--- src/rtl/dacbank_pkg.sv ---
`timescale 1ns/1ps
package dacbank_pkg;

    // Byte addresses; the mode address doubles as the code-commit read address,
    // the range address doubles as the range-commit read address.
    localparam logic [7:0] ADDR_MODE   = 8'h02;
    localparam logic [7:0] ADDR_RANGE  = 8'h12;
    localparam logic [7:0] ADDR_CODE0  = 8'h14;
    localparam int unsigned ADDR_STEP  = 2;

    // Bit positions inside the mode word
    localparam int unsigned MODE_EN_BIT  = 1;
    localparam int unsigned MODE_BUF_BIT = 0;

    // Range word: channel k uses bit (MSB - k)
    localparam int unsigned BIP_MSB  = 7;
    localparam int unsigned GAIN_MSB = 11;

    typedef enum logic [1:0] {
        SEQ_IDLE       = 2'd0,
        SEQ_LOAD_RANGE = 2'd1,
        SEQ_LOAD_DATA  = 2'd2
    } seq_state_e;

endpackage

--- src/rtl/dacbank_decode.sv ---
`timescale 1ns/1ps
module dacbank_decode
    import dacbank_pkg::*;
#(
    parameter int unsigned NUM_CH = 4,
    parameter int unsigned ADDR_W = 8
) (
    input  logic [ADDR_W-1:0] addr,
    input  logic              wr,
    input  logic              rd,
    output logic              wr_mode,
    output logic              wr_range,
    output logic [NUM_CH-1:0] wr_code,
    output logic              rd_commit_range,
    output logic              rd_commit_data
);

    localparam logic [ADDR_W-1:0] A_MODE  = ADDR_W'(ADDR_MODE);
    localparam logic [ADDR_W-1:0] A_RANGE = ADDR_W'(ADDR_RANGE);

    assign wr_mode         = wr && (addr == A_MODE);
    assign wr_range        = wr && (addr == A_RANGE);
    assign rd_commit_data  = rd && (addr == A_MODE);
    assign rd_commit_range = rd && (addr == A_RANGE);

    generate
        for (genvar k = 0; k < NUM_CH; k++) begin : g_code_dec
            localparam logic [ADDR_W-1:0] A_CODE =
                ADDR_W'(int'(ADDR_CODE0) + int'(ADDR_STEP) * k);
            assign wr_code[k] = wr && (addr == A_CODE);
        end
    endgenerate

endmodule

--- src/rtl/dacbank_shadow.sv ---
`timescale 1ns/1ps
module dacbank_shadow
    import dacbank_pkg::*;
#(
    parameter int unsigned NUM_CH = 4,
    parameter int unsigned DATA_W = 12,
    parameter int unsigned BUS_W  = 16
) (
    input  logic                           clk,
    input  logic                           rst_n,
    input  logic [BUS_W-1:0]               wdata,
    input  logic                           wr_mode,
    input  logic                           wr_range,
    input  logic [NUM_CH-1:0]              wr_code,
    output logic                           mode_en,
    output logic                           mode_buf,
    output logic [NUM_CH-1:0]              stg_bip,
    output logic [NUM_CH-1:0]              stg_gain,
    output logic [NUM_CH-1:0][DATA_W-1:0]  stg_code
);

    logic unused_wdata_hi;
    assign unused_wdata_hi = ^wdata[BUS_W-1:GAIN_MSB+1];

    always_ff @(posedge clk) begin
        if (!rst_n) begin
            mode_en  <= 1'b0;
            mode_buf <= 1'b0;
        end else if (wr_mode) begin
            mode_en  <= wdata[MODE_EN_BIT];
            mode_buf <= wdata[MODE_BUF_BIT];
        end
    end

    always_ff @(posedge clk) begin
        if (!rst_n) begin
            stg_bip  <= '0;
            stg_gain <= '0;
        end else if (wr_range) begin
            for (int k = 0; k < NUM_CH; k++) begin
                stg_bip[k]  <= wdata[BIP_MSB - k];
                stg_gain[k] <= wdata[GAIN_MSB - k];
            end
        end
    end

    always_ff @(posedge clk) begin
        if (!rst_n) begin
            stg_code <= '0;
        end else begin
            for (int k = 0; k < NUM_CH; k++) begin
                if (wr_code[k]) stg_code[k] <= wdata[DATA_W-1:0];
            end
        end
    end

endmodule

--- src/rtl/dacbank_seq.sv ---
`timescale 1ns/1ps
module dacbank_seq
    import dacbank_pkg::*;
(
    input  logic       clk,
    input  logic       rst_n,
    input  logic       en,
    input  logic       rd_commit_range,
    input  logic       rd_commit_data,
    output logic       load_range,
    output logic       load_data,
    output seq_state_e state
);

    seq_state_e state_q, state_d;

    // State register
    always_ff @(posedge clk) begin
        if (!rst_n) state_q <= SEQ_IDLE;
        else        state_q <= state_d;
    end

    // Next state
    always_comb begin
        state_d = SEQ_IDLE;
        unique case (state_q)
            SEQ_IDLE, SEQ_LOAD_RANGE, SEQ_LOAD_DATA: begin
                if (!en)                  state_d = SEQ_IDLE;
                else if (rd_commit_range) state_d = SEQ_LOAD_RANGE;
                else if (rd_commit_data)  state_d = SEQ_LOAD_DATA;
                else                      state_d = SEQ_IDLE;
            end
            default: state_d = SEQ_IDLE;
        endcase
    end

    // Outputs
    always_comb begin
        load_range = 1'b0;
        load_data  = 1'b0;
        unique case (state_q)
            SEQ_IDLE:       ;
            SEQ_LOAD_RANGE: load_range = 1'b1;
            SEQ_LOAD_DATA:  load_data  = 1'b1;
            default:        ;
        endcase
    end

    assign state = state_q;

endmodule

--- src/rtl/dacbank_active.sv ---
`timescale 1ns/1ps
module dacbank_active #(
    parameter int unsigned NUM_CH = 4,
    parameter int unsigned DATA_W = 12
) (
    input  logic                           clk,
    input  logic                           rst_n,
    input  logic                           en,
    input  logic                           buffered,
    input  logic                           load_range,
    input  logic                           load_data,
    input  logic [NUM_CH-1:0]              wr_code,
    input  logic [DATA_W-1:0]              wdata_lo,
    input  logic [NUM_CH-1:0]              stg_bip,
    input  logic [NUM_CH-1:0]              stg_gain,
    input  logic [NUM_CH-1:0][DATA_W-1:0]  stg_code,
    output logic [NUM_CH*DATA_W-1:0]       dac_code,
    output logic [NUM_CH-1:0]              dac_bipolar,
    output logic [NUM_CH-1:0]              dac_gain_hi
);

    logic [NUM_CH-1:0]             act_bip, act_gain;
    logic [NUM_CH-1:0][DATA_W-1:0] act_code;

    always_ff @(posedge clk) begin
        if (!rst_n) begin
            act_bip  <= '0;
            act_gain <= '0;
        end else if (en && load_range) begin
            act_bip  <= stg_bip;
            act_gain <= stg_gain;
        end
    end

    // Direct write (unbuffered) takes priority over a commit in the same cycle
    always_ff @(posedge clk) begin
        if (!rst_n) begin
            act_code <= '0;
        end else if (en) begin
            for (int k = 0; k < NUM_CH; k++) begin
                if (!buffered && wr_code[k]) act_code[k] <= wdata_lo;
                else if (load_data)          act_code[k] <= stg_code[k];
            end
        end
    end

    generate
        for (genvar k = 0; k < NUM_CH; k++) begin : g_out
            assign dac_code[k*DATA_W +: DATA_W] = en ? act_code[k] : '0;
        end
    endgenerate

    assign dac_bipolar = en ? act_bip  : '0;
    assign dac_gain_hi = en ? act_gain : '0;

endmodule

--- src/rtl/dacbank_top.sv ---
`timescale 1ns/1ps
module dacbank_top
    import dacbank_pkg::*;
#(
    parameter int unsigned NUM_CH = 4,
    parameter int unsigned DATA_W = 12,
    parameter int unsigned BUS_W  = 16,
    parameter int unsigned ADDR_W = 8
) (
    input  logic                     clk,
    input  logic                     rst_n,
    input  logic [ADDR_W-1:0]        bus_addr,
    input  logic                     bus_wr,
    input  logic [BUS_W-1:0]         bus_wdata,
    input  logic                     bus_rd,
    output logic [NUM_CH*DATA_W-1:0] dac_code,
    output logic [NUM_CH-1:0]        dac_bipolar,
    output logic [NUM_CH-1:0]        dac_gain_hi
);

    logic                          wr_mode, wr_range;
    logic [NUM_CH-1:0]             wr_code;
    logic                          rd_commit_range, rd_commit_data;
    logic                          ctl_en, ctl_buf;
    logic [NUM_CH-1:0]             stg_bip, stg_gain;
    logic [NUM_CH-1:0][DATA_W-1:0] stg_code;
    logic                          load_range, load_data;
    seq_state_e                    seq_state;

    dacbank_decode #(.NUM_CH(NUM_CH), .ADDR_W(ADDR_W)) decode_i (
        .addr            (bus_addr),
        .wr              (bus_wr),
        .rd              (bus_rd),
        .wr_mode         (wr_mode),
        .wr_range        (wr_range),
        .wr_code         (wr_code),
        .rd_commit_range (rd_commit_range),
        .rd_commit_data  (rd_commit_data)
    );

    dacbank_shadow #(.NUM_CH(NUM_CH), .DATA_W(DATA_W), .BUS_W(BUS_W)) shadow_i (
        .clk      (clk),
        .rst_n    (rst_n),
        .wdata    (bus_wdata),
        .wr_mode  (wr_mode),
        .wr_range (wr_range),
        .wr_code  (wr_code),
        .mode_en  (ctl_en),
        .mode_buf (ctl_buf),
        .stg_bip  (stg_bip),
        .stg_gain (stg_gain),
        .stg_code (stg_code)
    );

    dacbank_seq seq_i (
        .clk             (clk),
        .rst_n           (rst_n),
        .en              (ctl_en),
        .rd_commit_range (rd_commit_range),
        .rd_commit_data  (rd_commit_data),
        .load_range      (load_range),
        .load_data       (load_data),
        .state           (seq_state)
    );

    dacbank_active #(.NUM_CH(NUM_CH), .DATA_W(DATA_W)) active_i (
        .clk         (clk),
        .rst_n       (rst_n),
        .en          (ctl_en),
        .buffered    (ctl_buf),
        .load_range  (load_range),
        .load_data   (load_data),
        .wr_code     (wr_code),
        .wdata_lo    (bus_wdata[DATA_W-1:0]),
        .stg_bip     (stg_bip),
        .stg_gain    (stg_gain),
        .stg_code    (stg_code),
        .dac_code    (dac_code),
        .dac_bipolar (dac_bipolar),
        .dac_gain_hi (dac_gain_hi)
    );

endmodule

--- config.mk ---
export PLATFORM = sky130hd
export DESIGN_NAME = dacbank_top
export DESIGN_NICKNAME = d
export VERILOG_FILES = /design/src/rtl/dacbank_pkg.sv /design/src/rtl/dacbank_decode.sv /design/src/rtl/dacbank_shadow.sv /design/src/rtl/dacbank_seq.sv /design/src/rtl/dacbank_active.sv /design/src/rtl/dacbank_top.sv
export SDC_FILE = /design/constraint.sdc
export NUM_CORES = 1
export LEC_CHECK = 0
export BUFFER_PORTS_ARGS = -buffer_cell sky130_fd_sc_hd__buf_2
export CAP_MARGIN = 20
export CELL_PAD_IN_SITES_DETAIL_PLACEMENT = 1
export CELL_PAD_IN_SITES_GLOBAL_PLACEMENT = 2
export CORE_ASPECT_RATIO = 1.2
export CORE_MARGIN = 1.5
export CORE_UTILIZATION = 30
export DETAILED_ROUTE_END_ITERATION = 12
export PLACE_DENSITY = 0.7
export SYNTH_ARGS = -nofsm -noshare
export SYNTH_HDL_FRONTEND = slang
export SYNTH_SLANG_ARGS = --single-unit
export TNS_END_PERCENT = 30
--- constraint.sdc ---
create_clock -name clk -period 4.1 [get_ports clk]
set_input_delay 0.82 -clock clk [delete_from_list [all_inputs] [get_ports clk]]
set_output_delay 0.82 -clock clk [all_outputs]
set_load 0.03 [all_outputs]
Yosys cells after proc, flatten, opt, wreduce, memory -nomap -nowiden. Cells that the tools add are included.

Eq/ne operators: 8. Mux-type cells: 18. Bitwise logic cells: 3. Reductions and logical operators: 26.

Operator list (count): two-way mux 12 bit (12); == test 8 x 5 -> 1 bit, second input constant (5); logical AND 1 bit (13); == test 8 x 2 -> 1 bit, second input constant (1); two-way mux 4 bit (2); AND reduction 2 bit (4); nonzero test 2 bit (4); OR reduction 4 bit (1); two-way mux 1 bit (3); inverter 1 bit (3); AND reduction 3 bit (1); OR reduction 3 bit (1); == test 2 x 1 -> 1 bit, second input constant (1); == test 2 bit, second input constant (1); logical NOT 2 bit (1); two-way mux 2 bit (1); logical NOT 1 bit (1).

Flip-flop bits (word level): 116. Bits of input ports: 28. Output and inout port bits: 56. Word-level logic and storage cells: 71.

Longest topological paths before layout. Gate-level depths: netlist of the first run.

Depth after elaboration: 5. Gate-level depth with buffers: 6. Gate-level depth less buffers: 4.

Modules after synthesis. From an unflattened synthesis of the first run, not the netlist that was laid out.

Cell total of the unflattened synthesis: 589. Area total of the unflattened synthesis: 5949.5 um2.

By module, submodules not included: dacbank_active (times used 1, cells each 378, area each 3560.9 um2, sequential area each 1121.1 um2); dacbank_shadow (times used 1, cells each 185, area each 2190.9 um2, sequential area each 1161.1 um2); dacbank_decode (times used 1, cells each 17, area each 108.9 um2, sequential area each 0.0 um2); dacbank_seq (times used 1, cells each 9, area each 88.8 um2, sequential area each 40.0 um2).

Least setup slack after synthesis of the first run. OpenSTA, ideal clock, no wires.

Kind: register to output. From: reg shadow_i.mode_en. To: out dac_code[34]. Arrival: 1.352 ns. Required time: 3.280 ns. Setup slack: 1.928 ns. Cell stages (with the launch flop): 5. Buffers on the path: 3. Cells stage by stage: dfxtp_1 -> clkbuf_1 -> clkbuf_1 -> clkbuf_1 -> and2_1.

Cells in the longest elaborated chain, start to end: 1.

RTL lines: start: declaration (RTL line dacbank_shadow.sv:15) `output logic mode_en,`; start signal: assignment (RTL line dacbank_shadow.sv:30) `mode_en <= wdata[MODE_EN_BIT];`; two-way mux 12 bit (RTL line dacbank_active.sv:49) `assign dac_code[k*DATA_W +: DATA_W] = en ? act_code[k] : '0;`; end: declaration (RTL line dacbank_top.sv:16) `output logic [NUM_CH*DATA_W-1:0] dac_code,`.

Every way passes these cells.

Worst setup path in the final report of the first run.
From: reg shadow_i.mode_en. To: out dac_code[5].

Same word-level chain as after synthesis.

==> flow_summary.json, run 1 <==
{
  "critPathLaunchType": "flip-flop",
  "finalCritPeriodShare_pct": 67.2,
  "max-clock-path-buffers": 2,
  "gp_congestion": 0.695,
  "grt_pass1_vias": 4480,
  "r2r_end": "active_i.act_code[2]$_SDFFE_PN0P_",
  "antenna_found_initial": 0,
  "wl_mm": 15.2,
  "cts_resized": 0,
  "ys_ff_latch": 116,
  "port_buffers": 79,
  "wl_met1_mm": 7.19,
  "hold_path_class": "flip-flop to flip-flop",
  "timing.rr.start": "shadow_i.mode_en$_SDFFE_PN0P_",
  "r2r_cells": 5,
  "relSlewSlack_pct": 48.2,
  "synth-xor-area-share_pct": 0,
  "antenna_cells": 0,
  "rsz0062_at_grt": "no",
  "fp.coreArea_um2": 17600,
  "syn_inst": 588,
  "worstMarginPinSlew_ps": 777,
  "routed_via_density": 4.90,
  "finalPower_mw": 2.72,
  "cp_max_fo": 46,
  "io_pins": 84,
  "synth.area.mux_share_pct": 12.3,
  "hpwl_mm": 9.67,
  "cts_buffers": 17,
  "finalSetupTns_ps": 0,
  "cts_tree": "done",
  "layout-drive-gt1-share_pct": 22.3,
  "postCtsSetupBuffers": 0,
  "critPathLaunch": "shadow_i.mode_en$_SDFFE_PN0P_",
  "pwr_density_cell_nw_per_um2": 415,
  "hold_depth": 2,
  "avgRoutedWirePerCell_um": 17.4,
  "ir_drop_mv": 0.283,
  "drt_iter0_drc": 172,
  "yosys_warnings": 0,
  "root_buffer": "clkbuf_16",
  "synth_compound_area_share_pct": 12.0,
  "die_w_um": 125,
  "ys_seq_area_share_pct": 43.1,
  "required_ps": 3280,
  "max_freq_mhz": 363,
  "synthAdderAreaFrac_pct": 0,
  "finalMaxSlewViolations": 0,
  "grt_overflow": 0,
  "critPathKind": "flip-flop to output pin",
  "dr_wl_met2_mm": 7.40,
  "dr.max_layer_used": "met4",
  "cts_hold_buf": 0,
  "clock_skew_ps": 10.1,
  "drc_errors": 0,
  "synth_nets": 616,
  "syn2layout_area_growth_pct": 21.5,
  "cp-endpoint": "dac_code[5]",
  "syn-cell-area_um2": 5390,
  "clkSlewWorstSetupHoldPaths_ps": 50,
  "r2r_slack_ps": 1880,
  "critPathCaptureType": "output pin",
  "grt_pass1_wl_mm": 24.3,
  "synth-simple-area-share_pct": 27.6,
  "ant_nets": 0,
  "crit_arrival_ps": 1940,
  "rows": 53,
  "htree_levels": 4,
  "layout.nets": 671,
  "start_util_pct": 30.7,
  "cts_num_sinks": 116,
  "status": "completed",
  "die_area_um2": 18800,
  "drt_first_pass_iters": 4,
  "grt_max_degree": 83,
  "postSynthAreaPerCell_um2": 9.17,
  "setup_violations": 0,
  "drv_cap": 0,
  "p_leak_nw": 3.09,
  "die_h_um": 150,
  "vias": 4295,
  "synth_cell_types": 27,
  "hold_viol": 0,
  "met3_wirelength_um": 431,
  "track_usage_pct": 16.7,
  "insertion_delay_ps": 410,
  "synth_top_family_by_area": "simple AND/OR/NAND/NOR gates",
  "fin_crit_ps": 2760
}
[state kept, by name, indices dropped and copies added, names as in the netlist]
name and count:
active_i.act_bip 4, shadow_i.mode_en 1, shadow_i.stg_code 48, shadow_i.mode_buf 1, active_i.act_code 48, active_i.act_gain 4, shadow_i.stg_bip 4, shadow_i.stg_gain 4
seq_i.state 2
[cell type report]
type | count | area, um^2
well taps | 220 | 275
flip-flops and latches | 116 | 2320
repair buffers | 93 | 513
multi-input cells | 403 | 2800
inverters | 12 | 45.0
fillers | 2000 | 11000
clock inverters | 8 | 97.6
clock buffers | 24 | 502
[synth_stat cells]
| master | number | area share, % |
|---|---|---|
| o21ai_0 | 36 | 3.3 |
| a31o_2 | 1 | 0.16 |
| buf_2 | 8 | 0.74 |
| o21ai_1 | 2 | 0.19 |
| a21boi_0 | 12 | 1.7 |
| nor3b_1 | 2 | 0.28 |
| and2_1 | 56 | 6.5 |
| nand2_1 | 28 | 1.9 |
| nand3_2 | 1 | 0.19 |
| and4bb_2 | 2 | 0.46 |
| nor2_1 | 29 | 2.0 |
| nor4b_4 | 1 | 0.44 |
| o31ai_1 | 12 | 1.7 |
| inv_1 | 12 | 0.84 |
| and3_1 | 1 | 0.12 |
| o221a_2 | 17 | 3.6 |
| nand4_1 | 4 | 0.46 |
| nand3_1 | 7 | 0.65 |
| nor2b_1 | 67 | 7.8 |
| buf_4 | 1 | 0.14 |
| nand3b_1 | 2 | 0.28 |
| dfxtp_1 | 116 | 43 |
| o221a_1 | 7 | 1.5 |
| mux2i_1 | 66 | 12 |
| clkbuf_1 | 48 | 3.3 |
| nor3_1 | 24 | 2.2 |
| and3b_1 | 26 | 4.2 |
[worst min-delay path by stage]
stage | start | to | slack (ps)
finish | shadow_i.stg_code[25]$_SDFFE_PN0P_ | shadow_i.stg_code[25]$_SDFFE_PN0P_ | 510
global route | active_i.act_code[24]$_SDFFE_PN0P_ | active_i.act_code[24]$_SDFFE_PN0P_ | 530
CTS | active_i.act_gain[3]$_SDFFE_PN0P_ | active_i.act_gain[3]$_SDFFE_PN0P_ | 520
detailed placement | active_i.act_gain[3]$_SDFFE_PN0P_ | active_i.act_gain[3]$_SDFFE_PN0P_ | 510
global placement | shadow_i.stg_code[46]$_SDFFE_PN0P_ | shadow_i.stg_code[46]$_SDFFE_PN0P_ | 490
floorplan | active_i.act_bip[3]$_SDFFE_PN0P_ | active_i.act_bip[3]$_SDFFE_PN0P_ | 480
[where the power goes]
group	leakage, nW	total, mW	switching [mW]	internal, mW
clock	0.288	1.49	0.517	0.971
combinational	1.87	0.102	0.0657	0.0366
sequential	0.934	1.13	0.000471	1.13
[metal layers]
layer  up-vias  GRT usage (%)
li1       2122              -
met1      2097           20.9
met2        68           27.9
met3         8           4.00
met4         0           6.14
met5         -              0
[critical path, stage by stage (launching register included)]
cell	delay [ps]
dfxtp_2	830
buf_4	330
and2_1	150
buf_2	200
[metrics by stage]
step                      instances  utilization (%)  instance area [um^2]  setup WS (ps)  hold WS [ps]
after detailed placement        844             33.9                  5950           1400           506
after CTS                       876             37.3                  6550           1260           518
after global routing            876             37.3                  6550           1180           533
final                           876             37.3                  6550           1340           512
after floorplan                 588                -                  5390           1930           477
after global placement          844             33.9                  5950           1500           493
[cell usage in the layout, fill, tap and decap left out, drive strengths merged, types with 24 or more instances in the layout]
| cell type | Yosys | final |
|---|---|---|
| and2 | 56 | 56 |
| and3b | 26 | 26 |
| buf | 9 | 93 |
| clkbuf | 48 | 24 |
| dfxtp | 116 | 116 |
| mux2i | 66 | 66 |
| nand2 | 28 | 28 |
| nor2 | 29 | 29 |
| nor2b | 67 | 67 |
| nor3 | 24 | 24 |
| o21ai | 38 | 38 |
| o221a | 24 | 24 |
[kinds of logic after synthesis]
family | count (synthesis)
muxes | 66
DFF | 116
and+or+nand+nor | 250
buffers and inverters | 69
AOI/OAI and AO/OA | 87
No activity file was read; power rests on OpenSTA's default activity.
==> run 2, diff against run 1 <==
==> constraint.sdc (replaced) <==
create_clock -name clk -period 2.7 [get_ports clk]
set_input_delay 0.54 -clock clk [delete_from_list [all_inputs] [get_ports clk]]
set_output_delay 0.54 -clock clk [all_outputs]
set_load 0.03 [all_outputs]
==> run 2 against run 1 <==
Clock skew shrank 6.7 ps; largest cell class unchanged; sequential power grew 52%; clock power grew 46%; utilization grew 0.093 points; count of clock-buffer cells in the layout grew 5; first-iteration DRC count shrank 16%; die area is the same; total power grew 49%; highest routed layer unchanged; combinational power grew 53%; design area grew 0.25%; final cell count grew 0.68%; non-clock buffer count grew 6.
==> flow_summary.json, run 2 (synthesis gave the netlist of run 1 again) <==
{
  "worstPathCellList": "buf_4 -> and2_1 -> buf_2",
  "use_met2_pct": 28.8,
  "rsz0062_at_grt": "no",
  "reg_top3": "active_i.act_code: 48 flops, shadow_i.stg_code: 48 flops",
  "htree_levels": 4,
  "required_ps": 2160,
  "track_usage_pct": 16.6,
  "grt_pass1_wl_mm": 24.1,
  "rows": 53,
  "busiest_layer": "met2",
  "fp.coreArea_um2": 17600,
  "slowest_stage": "dfxtp_2",
  "cts_resized": 0,
  "drt_iter0_drc": 144,
  "insertion_delay_ps": 420,
  "pwr_density_cell_nw_per_um2": 616,
  "worstMarginPinSlew_ps": 771,
  "cts_buffers": 17,
  "hpwl_mm": 9.90,
  "avgRoutedWirePerCell_um": 17.0,
  "finalMaxSlewViolations": 0,
  "r2r_slack_ps": 850,
  "wl_mm": 15.0,
  "clockPowerShare_pct": 53.8,
  "critPathLaunchType": "flip-flop",
  "timing.rr.start": "shadow_i.mode_en$_SDFFE_PN0P_",
  "status": "completed",
  "min_to": "seq_i.state[1]$_SDFF_PP0_",
  "finalCritPeriodShare_pct": 82.9,
  "hold_depth": 4,
  "hold_path_class": "input pin to flip-flop",
  "ir_drop_mv": 0.393,
  "clkSlewWorstSetupHoldPaths_ps": 50,
  "combPwrFrac_pct": 3.8,
  "die_w_um": 125,
  "clock_skew_ps": 3.43,
  "grt_max_degree": 64,
  "drc_errors": 0,
  "cp_max_fo": 26,
  "max-clock-path-buffers": 2,
  "setup_violations": 0,
  "drt_first_pass_iters": 4,
  "crit_arrival_ps": 1700,
  "postCtsSetupBuffers": 0,
  "die_area_um2": 18800,
  "r2r_cells": 4,
  "finalSetupTns_ps": 0,
  "start_util_pct": 30.7,
  "use_met1_pct": 19.9,
  "p_leak_nw": 3.12,
  "critPathCaptureType": "output pin",
  "syn2layout_area_growth_pct": 21.8,
  "gp_congestion": 0.694,
  "final_core_util_pct": 37.4,
  "cts_tree": "done",
  "critPathBufInv": 2,
  "max_freq_mhz": 447,
  "die_h_um": 150,
  "fin_crit_ps": 2240,
  "antenna_found_initial": 0,
  "antenna_cells": 0,
  "critPathKind": "flip-flop to output pin",
  "hold-worst-slack_ps": 423,
  "final_common_cell": "dfxtp_1",
  "routed_via_density": 4.82,
  "port_buffers": 79,
  "r2r_end": "active_i.act_gain[0]$_SDFFE_PN0P_",
  "critPathTopFamily": "flip-flops",
  "relSlewSlack_pct": 48.6,
  "layout-drive-gt1-share_pct": 22.4,
  "hold_viol": 0,
  "layout.nets": 677,
  "finalPower_mw": 4.05,
  "netSwitchingPower_mw": 0.867,
  "min-delay-start": "bus_addr[4]",
  "power_frac_seq_pct": 42.4,
  "io_pins": 84,
  "p_int_mw": 3.18,
  "root_buffer": "clkbuf_16",
  "grtUsageMet3_pct": 3.65,
  "cts_hold_buf": 0,
  "p_sw_share_pct": 21.4,
  "layout_common_cells": "115 x dfxtp_1, 79 x buf_2, 67 x nor2b_1, 66 x mux2i_1, 56 x and2_1",
  "final.setup.worst_slack_ps": 461,
  "drv_cap": 0,
  "cts_num_sinks": 116,
  "vias": 4252,
  "grt_pass1_vias": 4463,
  "cpPeakStageDelay_ps": 610,
  "place_ws_ps": 505,
  "ant_nets": 0,
  "grt_overflow": 0
}
run 2: cell count changes in the layout (fill, tap and decap cells not counted), sizes merged:
| cell | delta |
|---|---|
| bufinv | -1 |
| clkbuf | +5 |
| clkinv | -1 |
| buf | +6 |
| clkinvlp | -3 |
run 2: worst max path at each step:
stage / startpoint / to / slack [ps] / cells past startpoint
2_1_floorplan: shadow_i.mode_en$_SDFFE_PN0P_ / dac_code[34] / 810 / 4
3_3_place_gp: bus_addr[5] / active_i.act_code[13]$_SDFFE_PN0P_ / 590 / 5
3_5_place_dp: bus_addr[5] / active_i.act_code[14]$_SDFFE_PN0P_ / 510 / 5
4_1_cts: shadow_i.mode_en$_SDFFE_PN0P_ / dac_code[6] / 400 / 3
5_1_grt: shadow_i.mode_en$_SDFFE_PN0P_ / dac_bipolar[1] / 330 / 3
6_report: shadow_i.mode_en$_SDFFE_PN0P_ / dac_code[41] / 460 / 3
run 2: per-stage QoR:
stage	cells	instance area, um^2
floorplan	588	5390
global placement	850	6000
detailed placement	850	6000
CTS	882	6570
global route	882	6570
finish	882	6570
run 2: final cells by class:
| cell class | count | area (um^2) |
|---|---|---|
| repair buffers | 99 | 558 |
| multi-input cells | 403 | 2800 |
| inverters | 12 | 45.0 |
| flip-flops and latches | 116 | 2320 |
| clock buffers | 29 | 531 |
| fillers | 2033 | 11000 |
| well taps | 220 | 275 |
| clock inverters | 3 | 40.0 |
run 2: power by group through the flow:
| stage | combinational [mW] | sequential, mW | clock [mW] |
|---|---|---|---|
| 6_report | 0.156 | 1.72 | 2.18 |
| 5_1_grt | 0.173 | 1.71 | 2.31 |
| 4_1_cts | 0.160 | 1.71 | 2.22 |
| 3_5_place_dp | 0.159 | 1.75 | 0 |
| 3_3_place_gp | 0.155 | 1.75 | 0 |
| 2_1_floorplan | 0.0970 | 1.75 | 0 |
run 2: worst reg2reg max path, delay by kind of cell (launching register included):
| family | cells | cell delay (ps) |
|---|---|---|
| and+or+nand+nor | 2 | 510 |
| buffers and inverters | 1 | 300 |
| DFF | 1 | 610 |
| muxes | 1 | 320 |
run 2: layer usage:
layer / up-vias / wire [um] / part of all wire [%]
met4: 0 / 278 / 1.9
met3: 24 / 431 / 2.9
li1: 2129 / - / -
met5: - / 0 / 0
met1: 2039 / 6880 / 46
met2: 60 / 7380 / 49
==> run 3, diff against run 2 <==
--- a/config.mk
+++ b/config.mk
@@ -13,7 +13,7 @@
 export CORE_MARGIN = 1.5
 export CORE_UTILIZATION = 30
 export DETAILED_ROUTE_END_ITERATION = 12
-export PLACE_DENSITY = 0.7
+export PLACE_DENSITY = 0.73
 export SYNTH_ARGS = -nofsm -noshare
 export SYNTH_HDL_FRONTEND = slang
 export SYNTH_SLANG_ARGS = --single-unit
==> constraint.sdc (replaced) <==
create_clock -name clk -period 1.9 [get_ports clk]
set_input_delay 0.38 -clock clk [delete_from_list [all_inputs] [get_ports clk]]
set_output_delay 0.38 -clock clk [all_outputs]
set_load 0.03 [all_outputs]
==> run 3 against run 2 <==
Sequential cell count unchanged; largest cell class unchanged; clock skew increased by 6.9 ps; highest routed layer unchanged; utilization grew 1.1 points; count of clock-buffer cells in the layout fell by 10; sequential share of layout area is 1.0 points lower; first-iteration DRC count increased by 50%; register-to-register slack worse by 490 ps; total power grew 53%; global-route usage increased by 0.62 points; design area increased by 2.9%; die area is the same; sequential power increased by 42%.
==> flow_summary.json, run 3 (synthesis gave the netlist of run 1 again) <==
{
  "antenna_found_initial": 0,
  "layout-drive-gt1-share_pct": 23.4,
  "ant_nets": 0,
  "rsz0062_at_grt": "no",
  "syn2layout_area_growth_pct": 25.4,
  "reg_top3": "active_i.act_code: 48 flops, shadow_i.stg_code: 48 flops",
  "wl_mm": 15.7,
  "layout_common_cells": "115 x dfxtp_1, 79 x buf_2, 67 x nor2b_1, 66 x mux2i_1, 56 x and2_1",
  "pwr_density_cell_nw_per_um2": 914,
  "critPathKind": "flip-flop to output pin",
  "insertion_delay_ps": 420,
  "gp_congestion": 0.746,
  "r2r_end": "active_i.act_gain[3]$_SDFFE_PN0P_",
  "netSwitchingPower_mw": 1.33,
  "io_pins": 84,
  "fin_crit_ps": 1770,
  "crit_arrival_ps": 1390,
  "p_sw_share_pct": 21.5,
  "drt_iter0_drc": 216,
  "register_area_um2": 2320,
  "root_buffer": "clkbuf_16",
  "fp.coreArea_um2": 17600,
  "fillers": 2012,
  "rows": 53,
  "drv_cap": 0,
  "clockPowerShare_pct": 56.8,
  "grt_overflow": 0,
  "drt_first_pass_iters": 4,
  "final_common_cell": "dfxtp_1",
  "r2r_slack_ps": 360,
  "p_leak_nw": 3.20,
  "die_area_um2": 18800,
  "relSlewSlack_pct": 61.1,
  "final_core_util_pct": 38.5,
  "setup_violations": 0,
  "grt_pass1_vias": 4560,
  "hold_path_class": "input pin to flip-flop",
  "p_int_mw": 4.85,
  "die_w_um": 125,
  "finalCritPeriodShare_pct": 92.9,
  "max_freq_mhz": 567,
  "cts_buffers": 17,
  "grt_max_degree": 106,
  "multi_input_area_um2": 2800,
  "avgRoutedWirePerCell_um": 17.8,
  "finalMaxSlewViolations": 0,
  "combPwrFrac_pct": 3.8,
  "clock_skew_ps": 10.3,
  "place_area_um2": 6120,
  "cts_hold_buf": 0,
  "critPathLaunch": "shadow_i.mode_en$_SDFFE_PN0P_",
  "finalPower_mw": 6.18,
  "place_ws_ps": 36.1,
  "routed_via_density": 4.93,
  "finalSetupTns_ps": 0,
  "cts_tree": "done",
  "cts_num_sinks": 116,
  "timing.rr.start": "shadow_i.mode_en$_SDFFE_PN0P_",
  "design_area_um2": 6760,
  "antenna_cells": 0,
  "start_util_pct": 30.7,
  "port_buffers": 79,
  "hold_viol": 0,
  "min-delay-start": "bus_addr[4]",
  "final.setup.worst_slack_ps": 135,
  "drc_errors": 0,
  "ir_drop_mv": 0.530,
  "cp_max_fo": 21,
  "vias": 4368,
  "track_usage_pct": 17.2,
  "die_h_um": 150,
  "layout.nets": 681,
  "required_ps": 1520,
  "clkSlewWorstSetupHoldPaths_ps": 60,
  "grt_pass1_wl_mm": 25.0,
  "critPathLaunchType": "flip-flop",
  "critPathCaptureType": "output pin",
  "final_cells": 886,
  "max-clock-path-buffers": 2,
  "hpwl_mm": 10.3,
  "hold_depth": 4,
  "status": "completed",
  "hold-worst-slack_ps": 266,
  "r2r_cells": 4,
  "worstMarginPinSlew_ps": 581,
  "power_frac_seq_pct": 39.4,
  "min_to": "seq_i.state[1]$_SDFF_PP0_",
  "htree_levels": 4,
  "numPlacedInstances": 854
}
==> run 3: cell count changes in the layout (fill, tap and decap cells not counted), sizes merged <==
cell / previous run / this run
buf: 99 / 103
clkinvlp: 0 / 2
clkinv: 2 / 5
inv: 12 / 13
bufinv: 1 / 5
clkbuf: 29 / 19
==> run 3: routing by layer <==
layer / GRT usage (%) / vias to the layer above / routed length [um]
met3: 4.65 / 20 / 524
met5: 0 / - / 0
li1: - / 2153 / -
met4: 6.25 / 0 / 363
met2: 29.1 / 74 / 7640
met1: 21.0 / 2121 / 7200
==> run 3: how the worst max path moves through the flow <==
stage	endpoint	slack, ps	cells past startpoint
after floorplan	dac_code[34]	170	4
after global placement	active_i.act_code[19]$_SDFFE_PN0P_	120	7
after detailed placement	active_i.act_code[22]$_SDFFE_PN0P_	40	7
after CTS	dac_code[1]	40	3
after global routing	dac_code[5]	30	3
final	dac_code[23]	130	3
==> run 3: layout make-up <==
cell class | instances | share of cell area [%]
clock buffer | 19 | 6.41
multi-input combinational | 403 | 41.4
sequential | 116 | 34.4
timing repair buffer | 103 | 10.1
tap | 220 | 4.07
clock inverter | 13 | 3.05
inverter | 12 | 0.666
==> run 3: critical path: stages (launching register included) <==
cell	delay (ps)
dfxtp_2	370
buf_6	210
and2_1	180
buf_2	200
==> run 3: power groups by stage <==
stage / registers (mW) / logic, mW / clock network (mW)
final: 2.44 / 0.236 / 3.51
after global routing: 2.43 / 0.256 / 3.67
after global placement: 2.49 / 0.231 / 0
after CTS: 2.44 / 0.238 / 3.56
after detailed placement: 2.49 / 0.236 / 0
after floorplan: 2.49 / 0.138 / 0
==> run 3: what timing repair did <==
item	in CTS	in global routing
gates resized for setup	0	1
buffers inserted	0	0
hold endpoints to repair	0	0
setup endpoints to repair	0	5
